**config.mk**
```make
export PLATFORM = sky130hd
export DESIGN_NAME = regfile_lock
export DESIGN_NICKNAME = d
export VERILOG_FILES = /design/src/rtl/regfile_lock_pkg.sv /design/src/rtl/rfl_lock_queue.sv /design/src/rtl/rfl_storage.sv /design/src/rtl/regfile_lock.sv
export SDC_FILE = /design/constraint.sdc
export NUM_CORES = 2
export LEC_CHECK = 0
export ABC_AREA = 1
export BUFFER_PORTS_ARGS = -buffer_cell sky130_fd_sc_hd__clkbuf_2
export CAP_MARGIN = 30
export CORE_UTILIZATION = 25
export CTS_CLUSTER_DIAMETER = 40
export CTS_CLUSTER_SIZE = 16
export DETAILED_ROUTE_END_ITERATION = 12
export SETUP_SLACK_MARGIN = 0.1
export SYNTH_ARGS = -nofsm -noshare
export SYNTH_HDL_FRONTEND = slang
export SYNTH_SLANG_ARGS = --single-unit
```
**constraint.sdc**
```tcl
create_clock -name clk -period 6.1 [get_ports clk]
set_clock_uncertainty 0.2 [all_clocks]
set_input_delay 1.22 -clock clk [delete_from_list [all_inputs] [get_ports clk]]
set_output_delay 1.22 -clock clk [all_outputs]
set_load 0.02 [all_outputs]
```
**src/rtl/regfile_lock_pkg.sv**
```systemverilog
package regfile_lock_pkg;

  localparam int LOG_W  = 4;
  localparam int PHYS_N = 31;
  localparam int PHYS_W = $clog2(PHYS_N);
  localparam int MODE_W = 3;
  localparam logic [LOG_W-1:0] PC_REG = 4'd15;

  typedef enum logic [MODE_W-1:0] {
    MODE_BASE = 3'd0,
    MODE_FAST = 3'd1,
    MODE_SUPV = 3'd2,
    MODE_INTR = 3'd3,
    MODE_ABRT = 3'd4,
    MODE_UNDF = 3'd5
  } mode_e;

  // Logical-to-physical mapping with banked upper registers per mode.
  function automatic logic [PHYS_W-1:0] map_phys(input logic [LOG_W-1:0] r,
                                                 input logic [MODE_W-1:0] m);
    logic [PHYS_W-1:0] rp;
    rp = PHYS_W'(r);
    if (m == MODE_FAST && r >= 4'd8 && r <= 4'd14)
      return rp + 5'd8;                 // r8..r14 -> 16..22
    if (r == 4'd13 || r == 4'd14) begin
      case (m)
        MODE_SUPV: return rp + 5'd10;   // 23/24
        MODE_INTR: return rp + 5'd12;   // 25/26
        MODE_ABRT: return rp + 5'd14;   // 27/28
        MODE_UNDF: return rp + 5'd16;   // 29/30
        default:   return rp;
      endcase
    end
    return rp;
  endfunction

endpackage

```
**src/rtl/rfl_lock_queue.sv**
```systemverilog
module rfl_lock_queue #(
  parameter int DEPTH = 4,
  parameter int NREG  = 31,
  localparam int IW   = $clog2(NREG),
  localparam int PW   = (DEPTH > 1) ? $clog2(DEPTH) : 1,
  localparam int CW   = $clog2(DEPTH + 1)
) (
  input  logic            clk,
  input  logic            rst_n,
  input  logic            push,
  input  logic [IW-1:0]   push_idx,
  input  logic            push_lock,
  input  logic            pop,
  output logic            full,
  output logic            empty,
  output logic [IW-1:0]   head_idx,
  output logic [NREG-1:0] lock_mask
);

  logic [NREG-1:0] ent_mask [DEPTH];
  logic [IW-1:0]   ent_idx  [DEPTH];
  logic [DEPTH-1:0] ent_vld;
  logic [PW-1:0]   wr_ptr, rd_ptr;
  logic [CW-1:0]   cnt;

  assign full     = (cnt == CW'(DEPTH));
  assign empty    = (cnt == '0);
  assign head_idx = ent_idx[rd_ptr];

  always_comb begin
    lock_mask = '0;
    for (int i = 0; i < DEPTH; i++)
      if (ent_vld[i]) lock_mask |= ent_mask[i];
  end

  always_ff @(posedge clk) begin
    if (!rst_n) begin
      wr_ptr  <= '0;
      rd_ptr  <= '0;
      cnt     <= '0;
      ent_vld <= '0;
      for (int i = 0; i < DEPTH; i++) begin
        ent_mask[i] <= '0;
        ent_idx[i]  <= '0;
      end
    end else begin
      if (push) begin
        ent_mask[wr_ptr] <= push_lock ? (NREG'(1) << push_idx) : '0;
        ent_idx[wr_ptr]  <= push_idx;
        ent_vld[wr_ptr]  <= 1'b1;
        wr_ptr <= (wr_ptr == PW'(DEPTH - 1)) ? '0 : wr_ptr + 1'b1;
      end
      if (pop) begin
        ent_vld[rd_ptr] <= 1'b0;
        rd_ptr <= (rd_ptr == PW'(DEPTH - 1)) ? '0 : rd_ptr + 1'b1;
      end
      cnt <= cnt + CW'(push) - CW'(pop);
    end
  end

endmodule

```
**src/rtl/rfl_storage.sv**
```systemverilog
module rfl_storage #(
  parameter int DATA_W = 32,
  parameter int NREG   = 31,
  localparam int IW    = $clog2(NREG)
) (
  input  logic              clk,
  input  logic              rst_n,
  input  logic              wr_en,
  input  logic [IW-1:0]     wr_idx,
  input  logic [DATA_W-1:0] wr_data,
  input  logic [IW-1:0]     ra_idx,
  input  logic [IW-1:0]     rb_idx,
  output logic [DATA_W-1:0] ra_data,
  output logic [DATA_W-1:0] rb_data
);

  localparam logic [IW-1:0] LAST = IW'(NREG - 1);

  logic [DATA_W-1:0] mem [NREG];

  assign ra_data = (ra_idx <= LAST) ? mem[ra_idx] : '0;
  assign rb_data = (rb_idx <= LAST) ? mem[rb_idx] : '0;

  always_ff @(posedge clk) begin
    if (!rst_n) begin
      for (int i = 0; i < NREG; i++) mem[i] <= '0;
    end else if (wr_en && wr_idx <= LAST) begin
      mem[wr_idx] <= wr_data;
    end
  end

endmodule

```
**src/rtl/regfile_lock.sv**
```systemverilog
module regfile_lock
  import regfile_lock_pkg::*;
#(
  parameter int DATA_W = 32,
  parameter int QDEPTH = 4
) (
  input  logic              clk,
  input  logic              rst_n,
  input  logic              iss_valid,
  output logic              iss_ready,
  input  logic [3:0]        iss_dst,
  input  logic [2:0]        iss_mode,
  input  logic              rd_valid,
  output logic              rd_ready,
  input  logic [2:0]        rd_mode,
  input  logic [3:0]        rd_src_a,
  input  logic [3:0]        rd_src_b,
  output logic              rsp_valid,
  output logic [DATA_W-1:0] rsp_data_a,
  output logic [DATA_W-1:0] rsp_data_b,
  input  logic              wb_valid,
  output logic              wb_ready,
  input  logic [DATA_W-1:0] wb_data
);

  logic [PHYS_W-1:0] pa, pb, pd, head_idx;
  logic [PHYS_N-1:0] lock_mask;
  logic              q_full, q_empty, iss_fire, wb_fire, rd_fire;
  logic [DATA_W-1:0] va, vb;

  assign pa = map_phys(rd_src_a, rd_mode);
  assign pb = map_phys(rd_src_b, rd_mode);
  assign pd = map_phys(iss_dst, iss_mode);

  assign iss_ready = !q_full;
  assign wb_ready  = !q_empty;
  assign rd_ready  = !(lock_mask[pa] || lock_mask[pb]);
  assign iss_fire  = iss_valid && iss_ready;
  assign wb_fire   = wb_valid && wb_ready;
  assign rd_fire   = rd_valid && rd_ready;

  rfl_lock_queue #(.DEPTH(QDEPTH), .NREG(PHYS_N)) u_queue (
    .clk       (clk),
    .rst_n     (rst_n),
    .push      (iss_fire),
    .push_idx  (pd),
    .push_lock (iss_dst != PC_REG),
    .pop       (wb_fire),
    .full      (q_full),
    .empty     (q_empty),
    .head_idx  (head_idx),
    .lock_mask (lock_mask)
  );

  rfl_storage #(.DATA_W(DATA_W), .NREG(PHYS_N)) u_store (
    .clk     (clk),
    .rst_n   (rst_n),
    .wr_en   (wb_fire),
    .wr_idx  (head_idx),
    .wr_data (wb_data),
    .ra_idx  (pa),
    .rb_idx  (pb),
    .ra_data (va),
    .rb_data (vb)
  );

  always_ff @(posedge clk) begin
    if (!rst_n) begin
      rsp_valid  <= 1'b0;
      rsp_data_a <= '0;
      rsp_data_b <= '0;
    end else begin
      rsp_valid <= rd_fire;
      if (rd_fire) begin
        rsp_data_a <= va;
        rsp_data_b <= vb;
      end
    end
  end

endmodule

```
== After elaboration in Yosys (flattened, before gate mapping) ==
Memories as Yosys holds them, arrays and structs flattened. A register that Yosys moved wholly into a read port is not among the register bits.
Index checks and enable logic that the tools add are counted.

* Add/subtract/negate cells: 19
* Order comparisons: 13
* Equal/unequal tests: 20
* Shifts and indexed selects: 1
* Muxes and demuxes: 60
* Bitwise operators: 6
* Reductions and logical operators: 25

{| class="wikitable"
|+ Operators with widths
! kind !! count
|-
| two-way mux 31 bit || 6
|-
| bitwise OR 31 bit || 3
|-
| two-way mux 5 bit || 14
|-
| adder 4 x 4 -> 5 bit, second input constant || 12
|-
| one-hot mux 5 bit (4 select lines) || 3
|-
| two-way mux 32 bit || 1
|-
| OR reduction 32 bit || 1
|-
| OR reduction 31 bit || 1
|-
| left shift 1 x 5 -> 31 bit, first input constant || 1
|-
| == test 4 bit, second input constant || 6
|-
| two-way mux 1 bit || 23
|-
| adder 4 x 5 -> 5 bit, second input constant || 3
|-
| == test 3 bit, second input constant || 5
|-
| == test 3 x 2 -> 1 bit, second input constant || 4
|-
| greater-or-equal comparator 4 bit, second input constant || 3
|-
| <= comparator 4 bit, second input constant || 3
|-
| logical AND 1 bit || 12
|-
| < comparator 5 x 6 -> 1 bit, second input constant || 2
|-
| two-way mux 2 bit || 6
|-
| two-way mux 4 bit || 3
|-
| binary-select mux 1 bit (select 5 bit) || 2
|-
| == test 3 x 1 -> 1 bit, second input constant || 2
|-
| < comparator 2 x 3 -> 1 bit, second input constant || 2
|-
| <= comparator 5 bit, second input constant || 1
|-
| other kinds (14) || 25
|}

* Register bits: 12
* Bits in writable memories: 1136
* Input bits: 55
* Output and inout port bits: 68
* Word-level logic and storage cells: 152
* Memories kept: 3

{| class="wikitable"
|+ Memory list
! name !! words !! bits a word !! read ports !! clocked after Yosys merged registers in !! wr ports !! RTL line !! RTL
|-
| u_store.mem || 31 || 32 || 2 || 2 || 31 || rfl_storage.sv:19 || <nowiki>logic [DATA_W-1:0] mem [NREG];</nowiki>
|-
| u_queue.ent_mask || 4 || 31 || 4 || 0 || 4 || rfl_lock_queue.sv:20 || <nowiki>logic [NREG-1:0] ent_mask [DEPTH];</nowiki>
|-
| u_queue.ent_idx || 4 || 5 || 1 || 1 || 4 || rfl_lock_queue.sv:21 || <nowiki>logic [IW-1:0] ent_idx [DEPTH];</nowiki>
|}

== Logic depth before layout (Yosys ltp) ==
* Depth in word-level cells: 12
* Gate-level depth with buffers: 22
* Mapped depth without buffers: 19

== Modules after synthesis ==
From an unflattened synthesis, not the netlist that was laid out.

* Cell total of the unflattened synthesis: 8740
* Area total of the unflattened synthesis: 68685.9 um^2

{| class="wikitable"
|+ Modules (own cells, without submodules)
! module !! instances !! cells each !! area each (um^2) !! seq. area each (um^2)
|-
| rfl_storage || 1 || 7229 || 56668.1 || 30749.5
|-
| rfl_lock_queue || 1 || 654 || 6926.6 || 4584.4
|-
| regfile_lock || 1 || 857 || 5091.1 || 1301.2
|}

== Least setup slack after synthesis ==
No wires, ideal clock.

* Kind: input-to-reg
* From: in iss_valid
* To: mem u_queue.ent_idx[3][0] (netlist bit), enable pin
* Library setup time: 484 ps
* Data arrival time: 4041 ps
* Data required time: 5416 ps
* Path slack: 1376 ps
* Stages: 2
* Path buffers: 0
* Cell sequence: nand2_1 o31ai_1

{| class="wikitable"
|+ RTL lines
! element !! RTL line !! RTL
|-
| start: declaration || regfile_lock.sv:9 || <nowiki>input logic iss_valid,</nowiki>
|-
| end: declaration || rfl_lock_queue.sv:21 ||
|}

== Final worst setup path ==
* From: in rd_mode[1]
* To: out rd_ready

* Cells in the longest elaborated chain, start to end: 9
* Elaborated cells between the ends (all ways): 25
* Those cells by class: 5 x eq/ne; 14 x mux; 6 x reduce/logical

{| class="wikitable"
|+ Ends and longest elaborated chain
! element !! RTL line !! RTL
|-
| start: declaration || regfile_lock.sv:15 || <nowiki>input logic [2:0] rd_mode,</nowiki>
|-
| == test 3 bit (tied with other cells) || regfile_lock_pkg.sv:26 || <nowiki>case (m)</nowiki>
|-
| one-hot mux 5 bit (4 select lines) / logical AND 1 bit (equally long branches) || regfile_lock_pkg.sv:26, regfile_lock_pkg.sv:23 ||
|-
| two-way mux 5 bit / logical AND 1 bit (equally long branches) || regfile_lock_pkg.sv:25, regfile_lock_pkg.sv:23 ||
|-
| two-way mux 5 bit / two-way mux 1 bit (equally long branches) || regfile_lock_pkg.sv:34, regfile_lock_pkg.sv:23 ||
|-
| two-way mux 5 bit || regfile_lock_pkg.sv:25 || <nowiki>if (r == 4'd13 || r == 4'd14) begin</nowiki>
|-
| binary-select mux 1 bit (select 5 bit) || regfile_lock.sv:37 || <nowiki>assign rd_ready = !(lock_mask[pa] || lock_mask[pb]);</nowiki>
|-
| two-way mux 1 bit (not written as such) || regfile_lock.sv:37 ||
|-
| logical OR 1 bit (*) || regfile_lock.sv:37 ||
|-
| logical NOT 1 bit (*) || regfile_lock.sv:37 ||
|-
| end: declaration || regfile_lock.sv:14 || <nowiki>output logic rd_ready,</nowiki>
|}

Mark *: on every way between the ends. The rest lies on a longest branch, timed or not. The select of a mux whose other input is x is not followed.

==> results.json <==
{
  "status": "completed",
  "use_met1_pct": 24.6,
  "synth_warnings": 0,
  "area_growth_pct": 15.6,
  "grt.total_usage_pct": 18.1,
  "antenna_left": 0,
  "fin_nets": 9042,
  "dp_hpwl_um": 150000,
  "power_uw": 25700,
  "layout_common_cells": "3022 x nand2_1, 1330 x nor2_1, 1168 x edfxtp_1",
  "cts_setup_buffers": 0,
  "worst_pin_slew_ps": 1240,
  "tns_ps": 0,
  "clk_pin_slew_ps": 50,
  "start_kind": "input pin",
  "maxSlewViolCount": 0,
  "chipHeight_um": 531,
  "first_iter_violations": 9076,
  "wire_per_inst_um": 20.6,
  "ys_async_sr_fraction_pct": 0,
  "die-area_um2": 281000,
  "io_pins": 123,
  "cts_inserted_buffers": 195,
  "yosys_most_used_dff": "edfxtp_1",
  "end_kind": "output port",
  "port_buffers": 122,
  "critPathMaxStageDelay_ps": 450,
  "ys_ff_latch": 1246,
  "grt_first_pass_wirelength_um": 380000,
  "crit_required_ps": 4680,
  "clockBufferDepth": 4,
  "grt_overflow": 0,
  "fill_cells": 29600,
  "synth.yosys.seq_area_share_pct": 52.5,
  "hp-class": "flip-flop to flip-flop",
  "postCtsResizedCells": 0,
  "regArea_um2": 36600,
  "drive_above_1_share_pct": 7.89,
  "crit_chain": "clkbuf_2 > inv_1 > nand3_2 > fa_1 > o21ai_0 > nand2_1 > nand2_8 > inv_6 > nand2_1 > nand3_1 > nand3_1 > nand2_1 > nor2_4 > clkbuf_2",
  "netlist_instances": 9149,
  "cts_tree": "yes",
  "initial_core_util_pct": 25.2,
  "multiInputGateArea_um2": 27700,
  "p_leak_uw": 0.0335,
  "antenna_found_initial": 13,
  "max_freq_ghz": 0.185,
  "syn_avg_cell_area_um2": 7.63,
  "design.core.area_um2": 277000,
  "fp.dieW_um": 531,
  "worstSkewPairLatency_ps": 890,
  "min_period_ps": 5400,
  "finalCritPeriodShare_pct": 88.6,
  "placedInstanceArea_um2": 74000,
  "criticalPathCategory": "input pin to output port",
  "final-setup-viol-count": 0,
  "synth_area_um2": 69800,
  "rsz0062_at_grt": "false",
  "slowest_stage": "fa_1",
  "synth_top_area_share_pct": 50.2,
  "synthTopCellsByArea": "edfxtp_1 50%, nand2_1 17%, o21ai_0 7.9%",
  "wirelength_um": 264000,
  "gr-max-usage-layer": "met2",
  "num_vias": 63200,
  "finalHoldViolations": 0,
  "via_per_inst": 4.93,
  "first_global_vias": 56700,
  "drc_errors": 0,
  "grt_max_degree": 237,
  "hold_buffers": 0,
  "synth_edf_count": 1168,
  "clock-sinks": 1246,
  "crit_fanout": 43,
  "cp.arrival_ps": 3980,
  "synth_cell_types": 41,
  "max-slew-margin-rel_pct": 17.1,
  "h-tree-depth": 4,
  "rows": 193,
  "use_met3_pct": 4.43,
  "synth_top_cell_by_area": "edfxtp_1",
  "place_congestion": 0.866,
  "drv_cap": 0,
  "ir_worst_vdd_mv": 0.209,
  "first_pass_iters": 7,
  "cts_root_buf": "clkbuf_16",
  "finish.instance_area_um2": 80800,
  "p_per_area_nw_per_um2": 319,
  "final_common_cell": "nand2_1",
  "met2_usage_pct": 27.4,
  "cpMostUsedCell": "nand2_1"
}
-- sequential cells by signal (all words and copies together) (netlist names), 3 cells and up, named ones only --
register / flops
rsp_data_a: 32
u_queue.ent_mask: 124
u_queue.ent_vld: 4
u_store.mem: 1024
u_queue.cnt: 3
u_queue.ent_idx: 20
rsp_data_b: 32
-- through the flow --
step / cells / setup slack [ps] / util, % / hold slack (ps)
after detailed placement: 12500 / 800 / 26.7 / 270
final: 12800 / 696 / 29.1 / 282
after CTS: 12800 / 799 / 29.1 / 283
after global routing: 12800 / 580 / 29.1 / 320
after global placement: 12500 / 791 / 26.7 / 271
after floorplan: 9180 / 1380 / - / 283
-- layer usage --
metal	vias to the layer above	part of all wire [%]	wire [um]
li1	29100	-	-
met1	29800	40	107000
met2	3719	43	114000
met3	568	12	32900
met4	16	3.8	10000
met5	-	0.076	201
-- synthesized netlist by cell type, drive strengths merged (5+ instances only) --
cell type  count
nand2       3081
nor2        1333
edfxtp      1168
o21ai       1102
inv          709
nand3        655
clkbuf       438
buf          283
a21oi        179
dfxtp         78
o21a          64
ha            22
nor3           8
a32oi          5
-- power breakdown --
part	switching, uW	internal, uW	total, uW
sequential	339	9910	10200
combinational	2970	928	3890
clock	4440	7160	11600
total	7750	18000	25700
-- final timing paths --
kind | start | endpoint | slack (ps) | depth (start not counted)
setup / recovery | rd_mode[1] | rd_ready | 700 | 14
hold / removal | rsp_data_b[3] | rsp_data_b[3] | 280 | 2
setup reg to reg | flip-flop | u_store.mem[20][19] | 1220 | 15
hold reg to reg | rsp_data_b[3] | rsp_data_b[3] | 280 | 2
-- cells by family (layout without fill, tap and decap cells) --
kind of cell / count (synthesis) / after routing / share of synthesized area (%)
other: 1 / 38 / 0.00537
AO/OA/AOI/OAI: 1362 / 1362 / 10.1
buffers and inverters: 1431 / 1371 / 8.36
flip-flops: 1246 / 1246 / 52.5
XOR/XNOR: 1 / 1 / 0.0125
AND/OR/NAND/NOR: 5082 / 5082 / 28.6
adder cells (fa/ha/maj): 26 / 26 / 0.509
-- layout make-up --
type,count,area share [%]
Clock inverter,127,1.87
Timing Repair Buffer,305,2.90
Multi-Input combinational cell,6503,34.3
Clock buffer,229,6.45
Antenna cell,6,0.0186
Tap cell,3705,5.74
Inverter,710,3.32
Sequential cell,1246,45.4
-- critical path, delay by kind of cell --
kind / cells / cell delay (ps)
and+or+nand+nor: 8 / 1450
buffers and inverters: 4 / 610
adders and majority gates: 1 / 450
AOI/OAI and AO/OA: 1 / 200
Note: power is estimated with default switching activity, not from simulation.
